[src/rtl/sig_cmp_pkg.sv]
`timescale 1ns/1ps
package sig_cmp_pkg;
  // Strobes issued by the control to the datapath for one clock.
  typedef struct packed {
    logic seedLoad;
    logic shiftEn;
  } ctrlStrobes_t;
endpackage

[src/rtl/sig_cmp_datapath.sv]
`timescale 1ns/1ps
module sig_cmp_datapath
  import sig_cmp_pkg::*;
#(
  parameter int K = 8,
  parameter logic [K-1:0] POLY_A = 8'h85,
  parameter logic [K-1:0] POLY_B = 8'h1D,
  parameter logic [K-1:0] SEED = '0
) (
  input  logic         clk,
  input  logic         rst_n,
  input  ctrlStrobes_t strobes,
  input  logic         polySel,
  input  logic [K-1:0] resp,
  input  logic [K-1:0] goldenA,
  input  logic [K-1:0] goldenB,
  output logic [K-1:0] sigQ,
  output logic         match
);
  localparam int TOP = K - 1;

  logic [K-1:0] taps;
  logic [K-1:0] shifted;

  // 2:1 tap multiplexer: the only cost of the second polynomial.
  assign taps = polySel ? POLY_B : POLY_A;

  // Internal-XOR step: the top stage feeds back into every tapped stage.
  for (genvar i = 0; i < K; i++) begin : g_stage
    if (i == 0) begin : g_low
      assign shifted[i] = taps[i] & sigQ[TOP];
    end else begin : g_mid
      assign shifted[i] = sigQ[i-1] ^ (taps[i] & sigQ[TOP]);
    end
  end

  always_ff @(posedge clk or negedge rst_n) begin
    if (!rst_n) begin
      sigQ <= SEED;
    end else if (strobes.seedLoad) begin
      sigQ <= SEED;
    end else if (strobes.shiftEn) begin
      sigQ <= shifted ^ resp;
    end
  end

  assign match = (sigQ == (polySel ? goldenB : goldenA));
endmodule

[src/rtl/sig_cmp_ctrl.sv]
`timescale 1ns/1ps
module sig_cmp_ctrl
  import sig_cmp_pkg::*;
(
  input  logic         clk,
  input  logic         rst_n,
  input  logic         clear,
  input  logic         capture,
  input  logic         done,
  input  logic         polySel,
  input  logic         match,
  output ctrlStrobes_t strobes,
  output logic         pass,
  output logic         fail
);
  logic evalEn;
  logic wipe;
  logic seenA, seenB, okA, okB, failQ;

  assign evalEn = done & ~clear;
  assign wipe   = clear & ~polySel;

  always_comb begin
    strobes.seedLoad = clear;
    strobes.shiftEn  = capture & ~clear;
  end

  always_ff @(posedge clk or negedge rst_n) begin
    if (!rst_n) begin
      seenA <= 1'b0;
      seenB <= 1'b0;
      okA   <= 1'b0;
      okB   <= 1'b0;
      failQ <= 1'b0;
    end else if (wipe) begin
      seenA <= 1'b0;
      seenB <= 1'b0;
      okA   <= 1'b0;
      okB   <= 1'b0;
      failQ <= 1'b0;
    end else if (evalEn) begin
      if (polySel) begin
        seenB <= 1'b1;
        okB   <= match;
      end else begin
        seenA <= 1'b1;
        okA   <= match;
      end
      if (!match) failQ <= 1'b1;
    end
  end

  assign pass = seenA & seenB & okA & okB & ~failQ;
  assign fail = failQ;
endmodule

[src/rtl/dual_sig_compactor.sv]
`timescale 1ns/1ps
module dual_sig_compactor
  import sig_cmp_pkg::*;
#(
  parameter int K = 8,
  parameter logic [K-1:0] POLY_A = 8'h85,
  parameter logic [K-1:0] POLY_B = 8'h1D
) (
  input  logic         clk,
  input  logic         rst_n,
  input  logic         clear,
  input  logic         capture,
  input  logic [K-1:0] resp,
  input  logic         polySel,
  input  logic [K-1:0] goldenA,
  input  logic [K-1:0] goldenB,
  input  logic         done,
  output logic         pass,
  output logic         fail
);
  ctrlStrobes_t strobes;
  logic         match;
  logic [K-1:0] sigState;

  sig_cmp_ctrl ctrl_i (
    .clk(clk), .rst_n(rst_n), .clear(clear), .capture(capture),
    .done(done), .polySel(polySel), .match(match),
    .strobes(strobes), .pass(pass), .fail(fail)
  );

  sig_cmp_datapath #(.K(K), .POLY_A(POLY_A), .POLY_B(POLY_B)) dp_i (
    .clk(clk), .rst_n(rst_n), .strobes(strobes), .polySel(polySel),
    .resp(resp), .goldenA(goldenA), .goldenB(goldenB),
    .sigQ(sigState), .match(match)
  );
endmodule

[config.mk]
export PLATFORM = sky130hd
export DESIGN_NAME = dual_sig_compactor
export DESIGN_NICKNAME = d
export VERILOG_FILES = /design/src/rtl/sig_cmp_pkg.sv /design/src/rtl/sig_cmp_datapath.sv /design/src/rtl/sig_cmp_ctrl.sv /design/src/rtl/dual_sig_compactor.sv
export SDC_FILE = /design/constraint.sdc
export NUM_CORES = 1
export LEC_CHECK = 0
export ABC_AREA = 0
export CORE_ASPECT_RATIO = 1.25
export CORE_UTILIZATION = 43
export DETAILED_ROUTE_END_ITERATION = 16
export PLACE_DENSITY_LB_ADDON = 0.15
export SLEW_MARGIN = 15
export SYNTH_ARGS = -nofsm -noshare
export SYNTH_HDL_FRONTEND = slang
export SYNTH_SLANG_ARGS = --single-unit
[constraint.sdc]
create_clock -name clk -period 1.5 [get_ports clk]
set_input_delay 0.375 -clock clk [delete_from_list [all_inputs] [get_ports clk]]
set_output_delay 0.375 -clock clk [all_outputs]
set_load 0.05 [all_outputs]
[After elaboration in Yosys (flattened, before gate mapping)]
Index checks and enable logic that the tools add are counted.
Storage, ports and cells
  input port bits: 30
  bits in latches: 0
  RAM bits: 0
  output and inout port bits: 2
  memories kept: 0
  word-level logic and storage cells: 60
  memory bits (read-only): 0
  flip-flop bits (word level): 13
Operators by class
  mux-type cells: 19
  shift operators: 0
  equal/unequal tests: 3
  $add $sub $neg: 0
  multipliers: 0
  divide/modulo/power cells: 0
  bitwise gates (word level): 26
  reduce and logical (&&, ||, !) cells: 6
  $lt $le $gt $ge: 0
Operator list (number)
  $mux 8: 4
  $and 1x1->1: 15
  $mux 1: 15
  $eq 8x8->1: 1
  $xor 8x8->8: 1
  $xor 1x1->1: 7
  $reduce_and 2->1: 3
  $reduce_bool 2->1: 3
  $not 1->1: 3
  $ne 2x1->1 const B: 1
  $ne 2x2->1 const B: 1

[Logic depth before layout (Yosys ltp)]
  depth after elaboration: 6
  mapped depth: 7
  gate-level depth less buffers: 5

[Cells and area by module]
A second synthesis with hierarchy kept.
Second synthesis, totals
  cell total of the unflattened synthesis: 92
  area, all modules: 855.8 um2
Modules (own cells, without submodules)
  sig_cmp_datapath: area an instance 604.3 um2, sequential area each 200.2 um2, cells an instance 63, instances 1
  sig_cmp_ctrl: area an instance 251.5 um2, sequential area each 125.1 um2, cells an instance 29, instances 1

[Worst setup path after synthesis]
No wires, ideal clock.
  kind: register -> output
  start point: register ctrl_i.failQ, in the netlist ctrl_i.fail
  end point: output pass
  arrival: 1.288 ns
  data required time: 1.125 ns
  slack: -0.163 ns
  cell stages (with the launch flop): 2
  cell sequence: dfrtp_1 > nor2_1
On the way
  word-level cells in the longest chain between the ends: 2
Ends and longest elaborated chain
  from (decl): RTL line sig_cmp_ctrl.sv:18  | logic seenA, seenB, okA, okB, failQ;
  from (signal assigned): RTL line sig_cmp_ctrl.sv:34  | failQ <= 1'b0;
  from (signal assigned): RTL line sig_cmp_ctrl.sv:40  | failQ <= 1'b0;
  from (signal assigned): RTL line sig_cmp_ctrl.sv:49  | if (!match) failQ <= 1'b1;
  $not 1->1: RTL line sig_cmp_ctrl.sv:53  | assign pass = seenA & seenB & okA & okB & ~failQ;
  $and 1x1->1: RTL line sig_cmp_ctrl.sv:53
  to (decl): RTL line dual_sig_compactor.sv:18  | output logic pass,
No other way between the ends.

[Worst setup path in the final report]
  start point: register ctrl_i.okA
  end point: output pass
On the way
  word-level cells in the longest chain between the ends: 3
Ends and longest elaborated chain
  from (decl): RTL line sig_cmp_ctrl.sv:18
  from (signal assigned): RTL line sig_cmp_ctrl.sv:47  | okA <= match;
  $and 1x1->1 (3 in series): RTL line sig_cmp_ctrl.sv:53
No other way between the ends.

==> impl_metrics.ini <==
[routing]
average_routed_wire_per_standard_cell_um = 13.6
dr.pass1.iters = 3
detail_route.vias_per_cell = 5.15
initialDrtViolationCount = 12
ant_nets = 0
drc = 0
routed-via-count = 783
finalWirelength_um = 2070

[worst_setup_path]
r2r-end = ctrl_i.okB$_DFFE_PN0P_
cp_data_arrival_time_ns = 1.09
delay_heaviest_family_cp = flip-flops
cp.required_ns = 1.12
worst-path-buf-inv = 1
critPathCaptureType = output port
slowest_delay_ns = 0.37
critical_path.slowest_cell = sky130_fd_sc_hd__dfrtp_1
timing.setup.critical_path_class = flip-flop to output port
cp_cell_sequence = nand4_1, nor2_2, buf_12
r2r_start = dp_i.sigQ[6]$_DFFE_PN0P_
startpoint = ctrl_i.okA$_DFFE_PN0P_
timing.critical_path.from_type = flip-flop
reg2reg_slack_ns = 0.11
path_max_fanout = 2
worst-r2r-cell-count = 5

[yosys]
post_synth_num_cell_types = 21
synth_area_leader_cell = sky130_fd_sc_hd__dfrtp_1
post_synth.cell_area_avg_um2 = 9.34
biggest_area_contributors_in_the_synthesized_netlist = sky130_fd_sc_hd__dfrtp_1 (39%), sky130_fd_sc_hd__xnor2_1 (12%), sky130_fd_sc_hd__mux2i_1 (9.5%)
synthesis.instances = 90
synth_most_common_cell = sky130_fd_sc_hd__nor2_1
synth-seq-area-share = 0.387
total_of_flip_flops_plus_latches_after_synthesis = 13
netlist_top_cells_count = sky130_fd_sc_hd__nor2_1 (16), sky130_fd_sc_hd__dfrtp_1 (13), sky130_fd_sc_hd__xnor2_1 (12), sky130_fd_sc_hd__mux2i_1 (8), sky130_fd_sc_hd__xor2_1 (8)
synth_fp_nets = 120
post_synth_instance_area_um2 = 841
async_flop_share = 1.00
synth_warnings = 0
synth_edf_count = 0
dominantRegCellSynth = sky130_fd_sc_hd__dfrtp_1
yosys_top_cell_area_share = 0.387

[floorplan]
die_ar_mm2 = 0.00214
chipHeight_um = 51.4
initial_cell_density_of_the_core = 0.465
die_w_um = 41.6
std_cell_rows = 17
io_pins = 32
core_mm2 = 0.00181

[place]
global_placement_routability_congestion = 0.808
dpl_worst_slack_ns = -0.672
dpl.hpwl_um = 1670
number_of_i_o_port_buffers = 31

[sta]
setup_viol = 0
pin_slew_with_the_least_headroom_to_its_limit_ns = 0.265
timing.slew.headroom = 0.823
postLayoutSetupSlackWorst_ns = 0.0374
rsz0062_at_grt = yes
finalHoldViolCount = 0
final.setup.tns_ns = 0
time_the_worst_path_needs_with_i_o_delays_and_setup_ns = 1.46
clock_skew_ns = 0.0114
final-max-slew-violation-count = 0
fmaxAchievable_ghz = 0.684
finalCritPeriodShare = 0.975

[grt]
first_pass_grt_wire_length_um = 3460
number_of_global_route_vias_before_repair = 817
globalRoute.totalOverflow = 0
grt_antenna_before_repair = 0
grt_use_total = 0.222
grt_start_max_net_pins = 14

[job]
maxCapViolCount = 0

[cells_and_area]
diodes = 0
final_net_count = 164
ratio_of_cells_with_drive_above_1_in_the_final_layout = 0.195
flow.area_growth_from_synthesis_pct = 57.7

[cts]
path_clk_slew_ns = 0.09
numClockSinks = 13
cts_max_level = 1
tritoncts.num_buffers = 3
tritoncts_clock_tree = done
clk_path_buf_depth = 2
cts-root-buf = sky130_fd_sc_hd__clkbuf_4
clk-insertion-delay-late_ns = 0.28
ctsHoldBuffers = 0
post-cts-setup-buffer-count = 0

[min_path]
min_path_type = primary input to async pin

[power_and_ir_drop]
fin_total_pwr_w = 0.000961
worst_ir_drop_vdd_v = 0.000381
power.leakage_nw = 0.619
power_density_mw_per_mm2 = 725

[outcome]
outcome = complete, no violations
-- worst register-to-register path, cell delays in order, from the launching register on --
cell                      delay [ns]
sky130_fd_sc_hd__dfrtp_1        0.45
sky130_fd_sc_hd__xor2_1         0.17
sky130_fd_sc_hd__nor3_2         0.15
sky130_fd_sc_hd__a21oi_2        0.07
sky130_fd_sc_hd__nor4_4         0.30
sky130_fd_sc_hd__mux2_4         0.19
-- final cells by class --
class	count	area, µm²
well taps	19	23.8
inverters	3	11.3
repair buffers	44	432
flip-flops and latches	13	325
fillers	155	482
multi-input cells	69	508
clock buffers	4	26.3
-- cell usage in the layout (no fill, tap or decap), drive strengths merged, types with 2 or more instances in the layout --
cell type | Yosys | final
nand2 | 3 | 3
inv | 3 | 3
a21oi | 5 | 5
buf | 2 | 16
xnor2 | 12 | 12
dfrtp | 13 | 13
clkbuf | 3 | 4
mux2i | 8 | 8
dlymetal6s2s | 0 | 2
a211oi | 4 | 4
nor2 | 16 | 16
o21ai | 4 | 4
xor2 | 8 | 8
clkdlybuf4s50 | 0 | 18
dlygate4sd2 | 0 | 8
mux2 | 2 | 2
nand4 | 2 | 2
-- cells by family (layout without fill, tap and decap cells) --
kind of cell	count (synthesis)	in the layout	share of synthesized area
simple gates	24	24	0.128
mux	10	10	0.122
compound gates	15	15	0.109
xor+xnor	20	20	0.208
flops	13	13	0.387
buf+inv	8	51	0.0461
-- power breakdown --
group          switching, W  total, W  internal (W)
combinational      0.000139  0.000325      0.000186
clock              0.000119  0.000222      0.000103
sequential        0.0000341  0.000415      0.000381
-- registers in the layout, summed over array words and instances, names as in the netlist --
signal	cells
ctrl_i.okB	1
ctrl_i.seenA	1
ctrl_i.seenB	1
dp_i.sigQ	8
ctrl_i.fail	1
ctrl_i.okA	1
-- how the worst max path moves through the flow --
stage                                          to  slack (ns)  cells past startpoint
after floorplan            ctrl_i.okB$_DFFE_PN0P_       0.006                      6
after global placement    ctrl_i.fail$_DFFE_PN0P_       -0.57                      7
after detailed placement  ctrl_i.fail$_DFFE_PN0P_       -0.67                      7
after CTS                  ctrl_i.okA$_DFFE_PN0P_        0.03                      6
after global routing                         pass       -0.02                      3
final                                        pass        0.04                      3
-- metrics by stage --
step                hold WS, ns  utilization  instance area [µm²]  instances
CTS                       0.400        0.718                 1300        152
finish                    0.398        0.734                 1330        152
floorplan                0.0794            -                  843         90
global route              0.408        0.734                 1330        152
detailed placement        0.485        0.701                 1270        148
global placement          0.483        0.701                 1270        148
-- layer usage --
layer  share of wire  GRT usage  up-vias  routed length, µm
met5               0          0        -                  0
met2            0.56      0.440       22               1150
li1                -          -      389                  -
met1            0.40      0.213      368                819
met4           0.016      0.113        0                 34
met3           0.031     0.0389        4                 65
-- repair_timing --
action,in CTS,in global routing
resized for setup,17,7
pin swaps,7,4
setup endpoints to repair,3,3
No activity file was read; power rests on OpenSTA's default activity.
